File: src/rtl/prd_walker_pkg.sv
package prd_walker_pkg;
  typedef enum logic [1:0] {W_IDLE, W_CHECK, W_FETCH, W_XFER} walk_state_e;
  typedef enum logic [1:0] {F_IDLE, F_REQ, F_W0, F_W1} fetch_state_e;
endpackage

File: src/rtl/prd_desc_fetch.sv
module prd_desc_fetch
  import prd_walker_pkg::*;
#(
  parameter int unsigned AW = 32
) (
  input  logic          clk_i,
  input  logic          rst_ni,
  input  logic          go_i,
  input  logic [AW-1:0] addr_i,
  output logic          mem_req_valid_o,
  output logic [AW-1:0] mem_req_addr_o,
  input  logic          mem_req_ready_i,
  input  logic          mem_rsp_valid_i,
  input  logic [AW-1:0] mem_rsp_data_i,
  output logic          desc_valid_o,
  output logic [AW-1:0] desc_w0_o,
  output logic [AW-1:0] desc_w1_o
);
  fetch_state_e state_q;
  logic [AW-1:0] addr_q, w0_q, w1_q;
  logic dv_q;

  always_ff @(posedge clk_i or negedge rst_ni) begin
    if (!rst_ni) begin
      state_q <= F_IDLE;
      addr_q  <= '0;
      w0_q    <= '0;
      w1_q    <= '0;
      dv_q    <= 1'b0;
    end else begin
      dv_q <= 1'b0;
      case (state_q)
        F_IDLE: if (go_i) begin
          addr_q  <= addr_i;
          state_q <= F_REQ;
        end
        F_REQ: if (mem_req_ready_i) state_q <= F_W0;
        F_W0: if (mem_rsp_valid_i) begin
          w0_q    <= mem_rsp_data_i;
          state_q <= F_W1;
        end
        F_W1: if (mem_rsp_valid_i) begin
          w1_q    <= mem_rsp_data_i;
          dv_q    <= 1'b1;
          state_q <= F_IDLE;
        end
        default: state_q <= F_IDLE;
      endcase
    end
  end

  assign mem_req_valid_o = (state_q == F_REQ);
  assign mem_req_addr_o  = addr_q;
  assign desc_valid_o    = dv_q;
  assign desc_w0_o       = w0_q;
  assign desc_w1_o       = w1_q;
endmodule

File: src/rtl/prd_desc_decode.sv
module prd_desc_decode #(
  parameter int unsigned AW       = 32,
  parameter int unsigned LEN_BITS = 16,
  localparam int unsigned SW      = LEN_BITS + 1
) (
  input  logic [AW-1:0] w0_i,
  input  logic [AW-1:0] w1_i,
  output logic [AW-1:0] seg_addr_o,
  output logic [SW-1:0] seg_len_o,
  output logic          last_o
);
  logic [LEN_BITS-1:0] raw_len;
  logic unused_bits;

  // length is always even; an all-zero field encodes the full range
  assign raw_len     = w1_i[LEN_BITS-1:0] & ~LEN_BITS'(1);
  assign seg_len_o   = (raw_len == '0) ? SW'(1) << LEN_BITS : {1'b0, raw_len};
  assign seg_addr_o  = w0_i;
  assign last_o      = w1_i[AW-1];
  assign unused_bits = ^w1_i[AW-2:LEN_BITS];
endmodule

File: src/rtl/prd_xfer_size.sv
module prd_xfer_size #(
  parameter int unsigned CW = 32,
  parameter int unsigned SW = 17
) (
  input  logic [CW-1:0] rem_i,
  input  logic [SW-1:0] seg_i,
  output logic [SW-1:0] len_o
);
  logic [CW-1:0] seg_ext;
  assign seg_ext = CW'(seg_i);
  assign len_o   = (rem_i < seg_ext) ? SW'(rem_i) : seg_i;
endmodule

File: src/rtl/prd_walker.sv
module prd_walker
  import prd_walker_pkg::*;
#(
  parameter int unsigned AW          = 32,
  parameter int unsigned CW          = 32,
  parameter int unsigned LEN_BITS    = 16,
  parameter int unsigned TABLE_LIMIT = 4096,
  parameter int unsigned DESC_BYTES  = 8,
  localparam int unsigned SW         = LEN_BITS + 1
) (
  input  logic          clk_i,
  input  logic          rst_ni,
  input  logic          start_i,
  input  logic [AW-1:0] table_base_i,
  input  logic [CW-1:0] dev_bytes_i,
  output logic          busy_o,
  output logic          done_o,
  output logic          table_end_o,
  output logic          mem_req_valid_o,
  output logic [AW-1:0] mem_req_addr_o,
  input  logic          mem_req_ready_i,
  input  logic          mem_rsp_valid_i,
  input  logic [AW-1:0] mem_rsp_data_i,
  output logic          xfer_valid_o,
  output logic [AW-1:0] xfer_addr_o,
  output logic [SW-1:0] xfer_len_o,
  input  logic          xfer_ack_i
);
  walk_state_e state_q;
  logic [AW-1:0] base_q, ptr_q, seg_addr_q;
  logic [CW-1:0] rem_q;
  logic [SW-1:0] seg_len_q, xlen;
  logic last_q, done_q, tend_q;

  logic          fetch_go, desc_valid, dec_last, exhausted;
  logic [AW-1:0] desc_w0, desc_w1, dec_addr, used;
  logic [SW-1:0] dec_len;

  assign used      = ptr_q - base_q;
  assign exhausted = last_q || (used >= AW'(TABLE_LIMIT));
  assign fetch_go  = (state_q == W_CHECK) && (rem_q != '0) && (seg_len_q == '0) && !exhausted;

  prd_desc_fetch #(.AW(AW)) u_fetch (
    .clk_i, .rst_ni,
    .go_i            (fetch_go),
    .addr_i          (ptr_q),
    .mem_req_valid_o,
    .mem_req_addr_o,
    .mem_req_ready_i,
    .mem_rsp_valid_i,
    .mem_rsp_data_i,
    .desc_valid_o    (desc_valid),
    .desc_w0_o       (desc_w0),
    .desc_w1_o       (desc_w1)
  );

  prd_desc_decode #(.AW(AW), .LEN_BITS(LEN_BITS)) u_dec (
    .w0_i       (desc_w0),
    .w1_i       (desc_w1),
    .seg_addr_o (dec_addr),
    .seg_len_o  (dec_len),
    .last_o     (dec_last)
  );

  prd_xfer_size #(.CW(CW), .SW(SW)) u_size (
    .rem_i (rem_q),
    .seg_i (seg_len_q),
    .len_o (xlen)
  );

  always_ff @(posedge clk_i or negedge rst_ni) begin
    if (!rst_ni) begin
      state_q    <= W_IDLE;
      base_q     <= '0;
      ptr_q      <= '0;
      seg_addr_q <= '0;
      seg_len_q  <= '0;
      rem_q      <= '0;
      last_q     <= 1'b0;
      done_q     <= 1'b0;
      tend_q     <= 1'b0;
    end else begin
      done_q <= 1'b0;
      case (state_q)
        W_IDLE: if (start_i) begin
          base_q     <= table_base_i & ~AW'(3);
          ptr_q      <= table_base_i & ~AW'(3);
          rem_q      <= dev_bytes_i;
          seg_addr_q <= '0;
          seg_len_q  <= '0;
          last_q     <= 1'b0;
          tend_q     <= 1'b0;
          state_q    <= W_CHECK;
        end
        W_CHECK: begin
          if (rem_q == '0) begin
            done_q  <= 1'b1;
            state_q <= W_IDLE;
          end else if (seg_len_q != '0) begin
            state_q <= W_XFER;
          end else if (exhausted) begin
            done_q  <= 1'b1;
            tend_q  <= 1'b1;
            state_q <= W_IDLE;
          end else begin
            state_q <= W_FETCH;
          end
        end
        W_FETCH: if (desc_valid) begin
          seg_addr_q <= dec_addr;
          seg_len_q  <= dec_len;
          last_q     <= dec_last;
          ptr_q      <= ptr_q + AW'(DESC_BYTES);
          state_q    <= W_CHECK;
        end
        W_XFER: if (xfer_ack_i) begin
          seg_addr_q <= seg_addr_q + AW'(xlen);
          seg_len_q  <= seg_len_q - xlen;
          rem_q      <= rem_q - CW'(xlen);
          state_q    <= W_CHECK;
        end
        default: state_q <= W_IDLE;
      endcase
    end
  end

  assign busy_o       = (state_q != W_IDLE);
  assign done_o       = done_q;
  assign table_end_o  = tend_q;
  assign xfer_valid_o = (state_q == W_XFER);
  assign xfer_addr_o  = seg_addr_q;
  assign xfer_len_o   = xlen;
endmodule

File: config.mk
export PLATFORM = sky130hd
export DESIGN_NAME = prd_walker
export DESIGN_NICKNAME = d
export VERILOG_FILES = /design/src/rtl/prd_walker_pkg.sv /design/src/rtl/prd_desc_fetch.sv /design/src/rtl/prd_desc_decode.sv /design/src/rtl/prd_xfer_size.sv /design/src/rtl/prd_walker.sv
export SDC_FILE = /design/constraint.sdc
export NUM_CORES = 1
export LEC_CHECK = 0
export ABC_CLOCK_PERIOD_IN_PS = 12500
export BUFFER_PORTS_ARGS = -buffer_cell sky130_fd_sc_hd__clkbuf_2
export CAP_MARGIN = 20
export CORE_MARGIN = 5
export CORE_UTILIZATION = 39
export DETAILED_ROUTE_END_ITERATION = 8
export HOLD_SLACK_MARGIN = 0.08
export MAX_ROUTING_LAYER = met4
export PLACE_DENSITY_LB_ADDON = 0.1
export SLEW_MARGIN = 40
export SYNTH_ARGS = -nofsm -noshare
export SYNTH_HDL_FRONTEND = slang
export SYNTH_SLANG_ARGS = --single-unit
File: constraint.sdc
create_clock -name clk_i -period 12.5 [get_ports clk_i]
set_clock_uncertainty 0.05 [all_clocks]
set_input_delay 0 -clock clk_i [delete_from_list [all_inputs] [get_ports clk_i]]
set_output_delay 0 -clock clk_i [all_outputs]
set_load 0.005 [all_outputs]
Yosys cells after proc, flatten, opt, wreduce, memory -nomap -nowiden
Index checks and enable logic that the tools add are counted.
- muxes and demuxes: 41
- reductions and logical operators: 27
- eq/ne operators: 16
- $add $sub $neg: 5
- magnitude comparators: 2
- operator list (operator ; number):
    2-to-1 mux 32 bit ; 7
    case mux 32 bit (2 select lines) ; 2
    case mux 32 bit (3 select lines) ; 1
    2-to-1 mux 17 bit ; 5
    case mux 17 bit (3 select lines) ; 1
    adder 32 x 17 -> 32 bit ; 1
    adder 32 x 4 -> 32 bit, second input constant ; 1
    greater-or-equal comparator 32 x 13 -> 1 bit, second input constant ; 1
    logical NOT 32 bit ; 1
    less-than comparator 32 x 17 -> 1 bit ; 1
    nonzero test 32 bit ; 1
    subtractor 32 x 17 -> 32 bit ; 1
    subtractor 32 bit ; 1
    2-to-1 mux 2 bit ; 10
    logical NOT 17 bit ; 1
    nonzero test 17 bit ; 1
    subtractor 17 bit ; 1
    logical NOT 16 bit ; 1
    case mux 2 bit (4 select lines) ; 2
    inequality test 2 bit, second input constant ; 7
    2-to-1 mux 1 bit ; 11
    AND reduction 3 bit ; 3
    equality test 2 bit, second input constant ; 4
    AND reduction 2 bit ; 4
    other kinds (11) ; 22
- output and inout bits: 86
- input port bits: 102
- register bits: 247
- logic and storage cells: 105

Depth between registers and ports, before layout
Gate-level depths: netlist (run 1).
- depth after elaboration: 7
- mapped depth: 26
- gate-level depth less buffers: 25

Cells and area by module
From an unflattened synthesis (run 1), not the netlist that was laid out.
- cell total of the unflattened synthesis: 1843
- area, all modules: 16497.1 um^2
- modules (own cells, without submodules) (module ; instances ; area each (um^2) ; seq. area each (um^2) ; cells an instance):
    prd_walker ; 1 ; 11697.5 ; 3653.5 ; 1485
    prd_desc_fetch ; 1 ; 3741.1 ; 2477.4 ; 223
    prd_xfer_size ; 1 ; 710.7 ; 0.0 ; 80
    prd_desc_decode ; 1 ; 347.8 ; 0.0 ; 55

Worst setup path after synthesis (run 1)
OpenSTA, ideal clock, no wires.
- kind: reg2reg
- from: register seg_len_q[1]
- to: register rem_q[23]
- arrival: 5.167 ns
- path buffers: 1
- slack: 7.157 ns
- period minus slack after synthesis: 5.343 ns
- stages on the path, launching flop included: 26
- library setup time: 0.126 ns
- data required time: 12.324 ns
- cell sequence: dfrtp_1 > inv_1 > ha_1 > a21o_1 > a21o_1 > a21o_1 > a21o_1 > a21o_1 > a211oi_1 > o211ai_1 > clkbuf_1 > nor2_1 > a21o_1 > inv_1 > ha_1 > nor2b_1 > o21a_1 > o21ai_0 > a31oi_1 > a2111oi_0 > nand2_1 > a31oi_1 > a21oi_1 > nor4_1 > nor2_1 > a221o_1
- longest elaborated chain between the ends: 5
- ends and longest elaborated chain (what ; RTL line ; RTL):
    start: declaration ; prd_walker.sv:32 ; logic [SW-1:0] seg_len_q, xlen;
    start signal: assignment ; prd_walker.sv:111 ; seg_len_q <= dec_len;
    start signal: assignment ; prd_walker.sv:118 ; seg_len_q <= seg_len_q - xlen;
    less-than comparator 32 x 17 -> 1 bit ; prd_xfer_size.sv:11 ; assign len_o = (rem_i < seg_ext) ? SW'(rem_i) : seg_i;
    2-to-1 mux 17 bit * ; prd_xfer_size.sv:11 ;
    named net xfer_len_o[1] ; prd_walker.sv:26 ; output logic [SW-1:0] xfer_len_o,
    subtractor 32 x 17 -> 32 bit * ; prd_walker.sv:119 ; rem_q <= rem_q - CW'(xlen);
    2-to-1 mux 32 bit * ; prd_walker.sv:116 ; W_XFER: if (xfer_ack_i) begin
    case mux 32 bit (2 select lines) * ; prd_walker.sv:84 ; case (state_q)
    end signal: assignment ; prd_walker.sv:88 ; rem_q <= dev_bytes_i;
    end signal: assignment ; prd_walker.sv:119 ;
    end: declaration ; prd_walker.sv:31 ; logic [CW-1:0] rem_q;
The timed path passes the listed nets; every way through them passes the cells marked *. The select of a mux whose other input is x is not followed.
A chain may end at the register's enable or synchronous reset.

Worst setup path in the final report (run 1)
- from: register rem_q[17]
- to: register seg_addr_q[27] (netlist: xfer_addr_o[27])
- longest elaborated chain between the ends: 5
- ends and longest elaborated chain (what ; RTL line ; RTL):
    less-than comparator 32 x 17 -> 1 bit ; prd_xfer_size.sv:11 ;
    2-to-1 mux 17 bit ; prd_xfer_size.sv:11 ;
    adder 32 x 17 -> 32 bit ; prd_walker.sv:117 ; seg_addr_q <= seg_addr_q + AW'(xlen);
    2-to-1 mux 32 bit ; prd_walker.sv:116 ;
    case mux 32 bit (3 select lines) ; prd_walker.sv:84 ;
    end signal: assignment ; prd_walker.sv:110 ; seg_addr_q <= dec_addr;
    end signal: assignment ; prd_walker.sv:117 ;
    end: declaration ; prd_walker.sv:30 ; logic [AW-1:0] base_q, ptr_q, seg_addr_q;
No other way between the ends. The select of a mux whose other input is x is not followed.

==> metrics.txt, run 1 <==
CTS tree done; crit-path max cell delay 670 ps; Worst Setup End Kind flop; Final Hold Viols 0; worst rel slew slack 0.438; CTS root buf clkbuf_16; Crit Path Max Fanout 21; Int Power between 2 and 3 mW; Longest Clk Path Bufs 3; Sink Count about 230; Final Util 0.486; Clock transition at path regs 60 ps; chip width between 200 and 250 microns; FMAX 0.158 GHz; minimum clock period between 6000 and 7000 ps; YS warnings 0; DR vias 13500; H-tree depth 1; area of the mapped netlist approximately 15000 sq um; dpl cell area 16400 sq um; top cells by area, synth dfrtp_1 (38%), ha_1 (8.8%), nand2_1 (5.0%); row count 71; placer congestion estimate about 0.86; Arr. time, crit path 6710 ps; Pre-antenna DRT Iters 5; initial antenna violation count 2; grt ovf 0; vias in the first global route between 10000 and 15000; Final Non-Filler Cells around 2500; final antenna-violating net count 0; Die Ht just over 200 microns; drt initial violations approximately 800; Seq/Total Area, Yosys 0.379; clk_lat worst skew between 500 and 600 ps; RSZ-0062 raised after global routing no; critical path required time about 13000 ps; Total GRT Usage 0.222; final wirelength about 46 mm; die area 42500 sq um; Top Ports 188; worst path cell trace or3_1 -> nor3_1 -> nor3b_1 -> nand3b_1 -> nor2_1 -> o211ai_1 -> buf_4 -> nor2_1 -> a21o_1 -> ha_1 -> a21o_1 -> a21oi_1 -> o21a_1 -> o21ai_0 -> a311oi_1 -> a21oi_1 -> a211oi_1 -> or2_2 -> nor2_1 -> nor4b_1 -> or3_1; setup_tns 0 ps; TritonCTS Buffers 28; setup bufs post-CTS 0; Unique masters post-synth 84; top cell type's share of synthesized area 0.379; Hold WS 164 ps; Mapped Avg Cell Area ~9 sq um; Synth Flop Type dfrtp_1; initial core utilization 0.397; Post-Synthesis Cells 1667; Placed Cells 2305; P_sw about 1.9 mW; cell family with most CP delay simple AND/OR/NAND/NOR gates; first-pass GRT wire length 73.9 mm; Pins Over Slew Limit 0; Logic pwr share 0.541; Hold Crit Class input pin to flop; core area 37800 sq um; Buf/Inv on CP 1; Slew @ Worst Pin about 840 ps; proportion of layout cells with a drive suffix above 1 0.190; async set or reset register ratio after synthesis 1.00; Vias/cell around 5.5; Synth Register Bits around 230; P_leak between 8 and 9 nW; Worst IR Drop VDD between 100 and 150 uV; Clock Power Share 0.177; Flop pwr share 0.281; number of synthesized flops with an enable pin 0; post-synth top area cell dfrtp_1; switch share 0.432; Port Buffer Count approximately 180; final instance area 18400 sq um; Setup violations, final 0; CP Launch Type flop; placed wire-length estimate about 33 mm; max-cap viol count 0; final period utilization 0.507; CP max-delay cell a211oi_1; per-cell routed wire length approximately 19 microns; most used cell, CP nor2_1; post-route DRC violation count 0; Area Overhead vs Synth 22.6%; status finished, final reports clean; Setup Crit Path Kind flop to flop; largest net degree at the start of global routing 73; PwrDens approximately 240 nW/um^2; nets@finish approximately 2100
==> power by group through the flow <==
stage          Combinational [mW]  Clock [mW]  Sequential, mW
5_1_grt                      2.72       0.845            1.29
6_report                     2.41       0.789            1.25
4_1_cts                      2.41       0.817            1.25
2_1_floorplan                1.78           0            1.16
3_3_place_gp                 2.30           0            1.26
3_5_place_dp                 2.34           0            1.26
==> state kept, by name, summed over array words and instances, names as in the netlist <==
signal,cells
done_o,1
u_fetch.desc_w0_o,32
u_fetch.state_q,2
u_fetch.desc_w1_o,16
u_fetch.mem_req_addr_o,30
table_end_o,1
xfer_addr_o,32
seg_len_q,17
rem_q,32
base_q,30
ptr_q,30
state_q,2
u_fetch.desc_valid_o,1
last_q,1
==> cell usage after synthesis, drive strengths merged, types with 19 or more instances <==
master and instances:
mux2i 19, ha 105, o22ai 27, and3 23, nand2 198, o21ai 129
clkbuf 59, xnor2 28, a21oi 149, a21o 37, nand3 41, nor2 112
mux2 94, nor3 30, inv 96, dfrtp 227
==> path summary, 6_finish.rpt <==
path / start / endpoint / slack [ps] / cells after the start
max: rem_q[17]$_DFFE_PN0P_ / xfer_addr_o[27]$_DFFE_PN0P_ / 6170 / 21
min: table_base_i[2] / base_q[2]$_DFFE_PN0P_ / 160 / 4
max reg2reg: rem_q[17]$_DFFE_PN0P_ / xfer_addr_o[27]$_DFFE_PN0P_ / 6170 / 21
min reg2reg: last_q$_DFFE_PN0P_ / last_q$_DFFE_PN0P_ / 430 / 2
max in group asynchronous: rst_ni / state_q[0]$_DFFE_PN0P_ / 10730 / 5
min in group asynchronous: rst_ni / u_fetch.mem_req_addr_o[10]$_DFFE_PN0P_ / 530 / 4
==> logic make-up (layout without fill, tap and decap cells) <==
kind of cell	after synthesis	count (layout)	share of synthesized area
compound gates	494	494	0.205
xor+xnor	42	42	0.0245
fa+ha+maj	109	109	0.0929
buf+inv	173	459	0.0489
flops	227	227	0.379
mux	113	113	0.0907
other cells	1	4	0.000250
simple gates	508	508	0.159
==> cell usage in the layout, fill, tap and decap left out, types with 29 or more instances in the layout <==
cell type / instances
dfrtp_1: 226
nand2_1: 197
clkbuf_2: 182
a21oi_1: 147
o21ai_0: 128
dlygate4sd3_1: 111
nor2_1: 110
ha_1: 105
inv_1: 95
mux2_2: 64
nand3_1: 40
a21o_1: 36
nor3_1: 30
mux2_4: 30
clkbuf_16: 29
==> metrics by stage <==
stage	setup WS, ps	power, mW
2_1_floorplan	7160	2.94
3_5_place_dp	6200	3.60
3_3_place_gp	6060	3.56
5_1_grt	5690	4.85
6_report	6170	4.45
4_1_cts	6150	4.48
==> per-layer routing <==
layer | up-vias | routed length, microns | global-route usage
li1 | 6571 | - | -
met1 | 6523 | 19900 | 0.273
met2 | 315 | 23000 | 0.379
met3 | 84 | 2090 | 0.0373
met4 | 0 | 1440 | 0.0635
met5 | - | 0 | -
==> layout make-up <==
cell class                 count  area [sq um]
fill                        3721         19400
multi-input combinational   1268          8620
sequential                   227          5680
timing repair buffer         314          2220
clock buffer                  42           815
tap                          511           639
inverter                      97           364
clock inverter                 6          55.1
antenna                        2          5.00
==> timing repair <==
item | CTS | global route
endpoints found under the hold margin | 322 | 0
hold buffers | 112 | 0
gates resized for setup | 0 | 0
==> worst register-to-register path, stage by stage (launching register included) <==
cell,delay [ps]
dfrtp_1,440
or3_1,400
nor3_1,350
nor3b_1,600
nand3b_1,250
nor2_1,150
o211ai_1,90
buf_4,240
nor2_1,130
a21o_1,310
ha_1,310
a21o_1,170
a21oi_1,230
o21a_1,200
o21ai_0,210
a311oi_1,390
a21oi_1,160
a211oi_1,670
or2_2,310
nor2_1,80
nor4b_1,140
or3_1,320
Note: power is estimated with default switching activity, not from simulation.
==> run 2, diff against run 1 <==
Settings changed: ABC_CLOCK_PERIOD_IN_PS 12500 to 6500.
Clock period 12.5 ns to 6.5 ns, I/O delays scaled along.
==> run 2 against run 1 <==
Critical path type unchanged. Cell count grew 0.16%. Largest cell class unchanged. Global-route usage shrank 0.059 points. Utilization grew 0.40 points. Critical endpoint is now rem_q[10]$_DFFE_PN0P_. Non-clock buffer count grew 1.
==> metrics.txt, run 2 (synthesized netlist as in run 1, its figures left out) <==
status finished, final reports clean; FF-to-FF Start seg_len_q[1]$_DFFE_PN0P_; CP startpoint seg_len_q[1]$_DFFE_PN0P_; worst rel slew slack 0.451; CTS root buf clkbuf_16; per-cell routed wire length approximately 19 microns; Pins Over Slew Limit 0; chip width ~200 microns; flop2flop setup slack roughly 410 ps; Worst Hold Launch mem_rsp_data_i[17]; final antenna-violating net count 0; max-cap viol count 0; Final Hold Viols 0; Worst Setup End Kind flop; CP Launch Type flop; Die Ht roughly 200 microns; Final Util 0.490; minimum clock period just over 6000 ps; setup bufs post-CTS 0; H-tree depth 1; Longest Clk Path Bufs 3; vias in the first global route around 14000; Vias/cell between 5 and 6; initial core utilization 0.397; Slew @ Worst Pin around 820 ps; post-route DRC violation count 0; critical path required time slightly below 7000 ps; Setup violations, final 0; Pre-antenna DRT Iters 5; P_leak 8.89 nW; Area Overhead vs Synth 23.6%; final period utilization 0.936; DR vias 13500; grt ovf 0; Port Buffer Count 183; placed wire-length estimate ~34 mm; nets@finish 2149; row count around 70; Hold Crit Class input pin to flop; Crit Path Max Fanout 4; CTS tree done; clk_lat worst skew 560 ps; TritonCTS Buffers 29; proportion of layout cells with a drive suffix above 1 0.195; first-pass GRT wire length 74.3 mm; FMAX between 0.15 and 0.2 GHz; core area ~38000 sq um; commonest cells after routing, fill and taps aside dfrtp_1 (226), nand2_1 (197), clkbuf_2 (182); final wirelength about 47 mm; Clock transition at path regs approximately 60 ps; die area 42500 sq um; setup_tns 0 ps; Top Ports 188; commonest non-fill, non-tap cell in the layout dfrtp_1; placer congestion estimate roughly 0.87; Setup Crit Path Kind flop to flop; drt initial violations ~760; Total GRT Usage 0.222; RSZ-0062 raised after global routing no; PnR Total Power approximately 8.8 mW; Arr. time, crit path about 6500 ps; Worst IR Drop VDD between 200 and 300 uV; PwrDens 472 nW/um^2; largest net degree at the start of global routing 90; Sink Count ~230; initial antenna violation count 2
[run 2: through the flow]
| step | cell area (sq um) | std cells | setup slack (ps) | hold slack (ps) |
|---|---|---|---|---|
| floorplan | 15000 | 1668 | 1160 | -346 |
| global placement | 16400 | 2305 | 594 | -24.6 |
| detailed placement | 16400 | 2306 | 418 | -32.5 |
| CTS | 18500 | 2469 | 335 | 138 |
| global route | 18600 | 2471 | 83.5 | 159 |
| finish | 18600 | 2471 | 413 | 159 |
[run 2: power breakdown]
part | internal, mW | total [mW] | switching, mW
sequential | 1.89 | 2.42 | 0.533
combinational | 2.11 | 4.67 | 2.56
clock | 1.03 | 1.67 | 0.646
[run 2: final timing paths]
path                                                          end  cells after the start
max                                         rem_q[10]$_DFFE_PN0P_                     25
min                             u_fetch.desc_w0_o[17]$_DFFE_PN0P_                      3
max reg2reg                                 rem_q[10]$_DFFE_PN0P_                     25
min reg2reg                                    last_q$_DFFE_PN0P_                      2
max in group asynchronous              xfer_addr_o[2]$_DFFE_PN0P_                      5
min in group asynchronous  u_fetch.mem_req_addr_o[10]$_DFFE_PN0P_                      4
[run 2: what timing repair did]
item                       4_1_cts  5_1_grt
setup endpoints to repair        0       13
hold endpoints to repair       308        0
hold buffers                   112        0
gates resized for setup          0        4
[run 2: layout make-up]
type,instances,area (sq um)
clock inverter,12,168
inverter,97,364
tap,511,639
timing repair buffer,315,2250
clock buffer,39,813
sequential,227,5680
multi-input combinational,1268,8630
fill,3694,19300
antenna,2,5.00
[run 2: critical path: stages, from the launching register on]
cell	delay (ps)
dfrtp_1	390
inv_1	180
ha_1	270
a21o_1	150
a21o_1	160
a21o_1	160
a21o_1	170
a21o_1	180
a211oi_1	330
o211ai_1	200
o21ai_0	630
buf_4	240
ha_1	180
fa_1	190
nor2b_1	60
o21ai_0	190
a21oi_1	110
o21ai_0	200
a21oi_1	130
o21ai_0	220
a21boi_0	160
o21a_1	200
or3_1	300
a311oi_1	260
a21oi_1	60
dlygate4sd3_1	560
[run 2: per-layer routing]
| metal | global-route usage | vias up | wire (microns) |
|---|---|---|---|
| met2 | 0.386 | 328 | 23300 |
| met3 | 0.0333 | 95 | 2080 |
| met1 | 0.269 | 6564 | 19900 |
| met4 | 0.0587 | 0 | 1420 |
| li1 | - | 6555 | - |
| met5 | - | - | 0 |
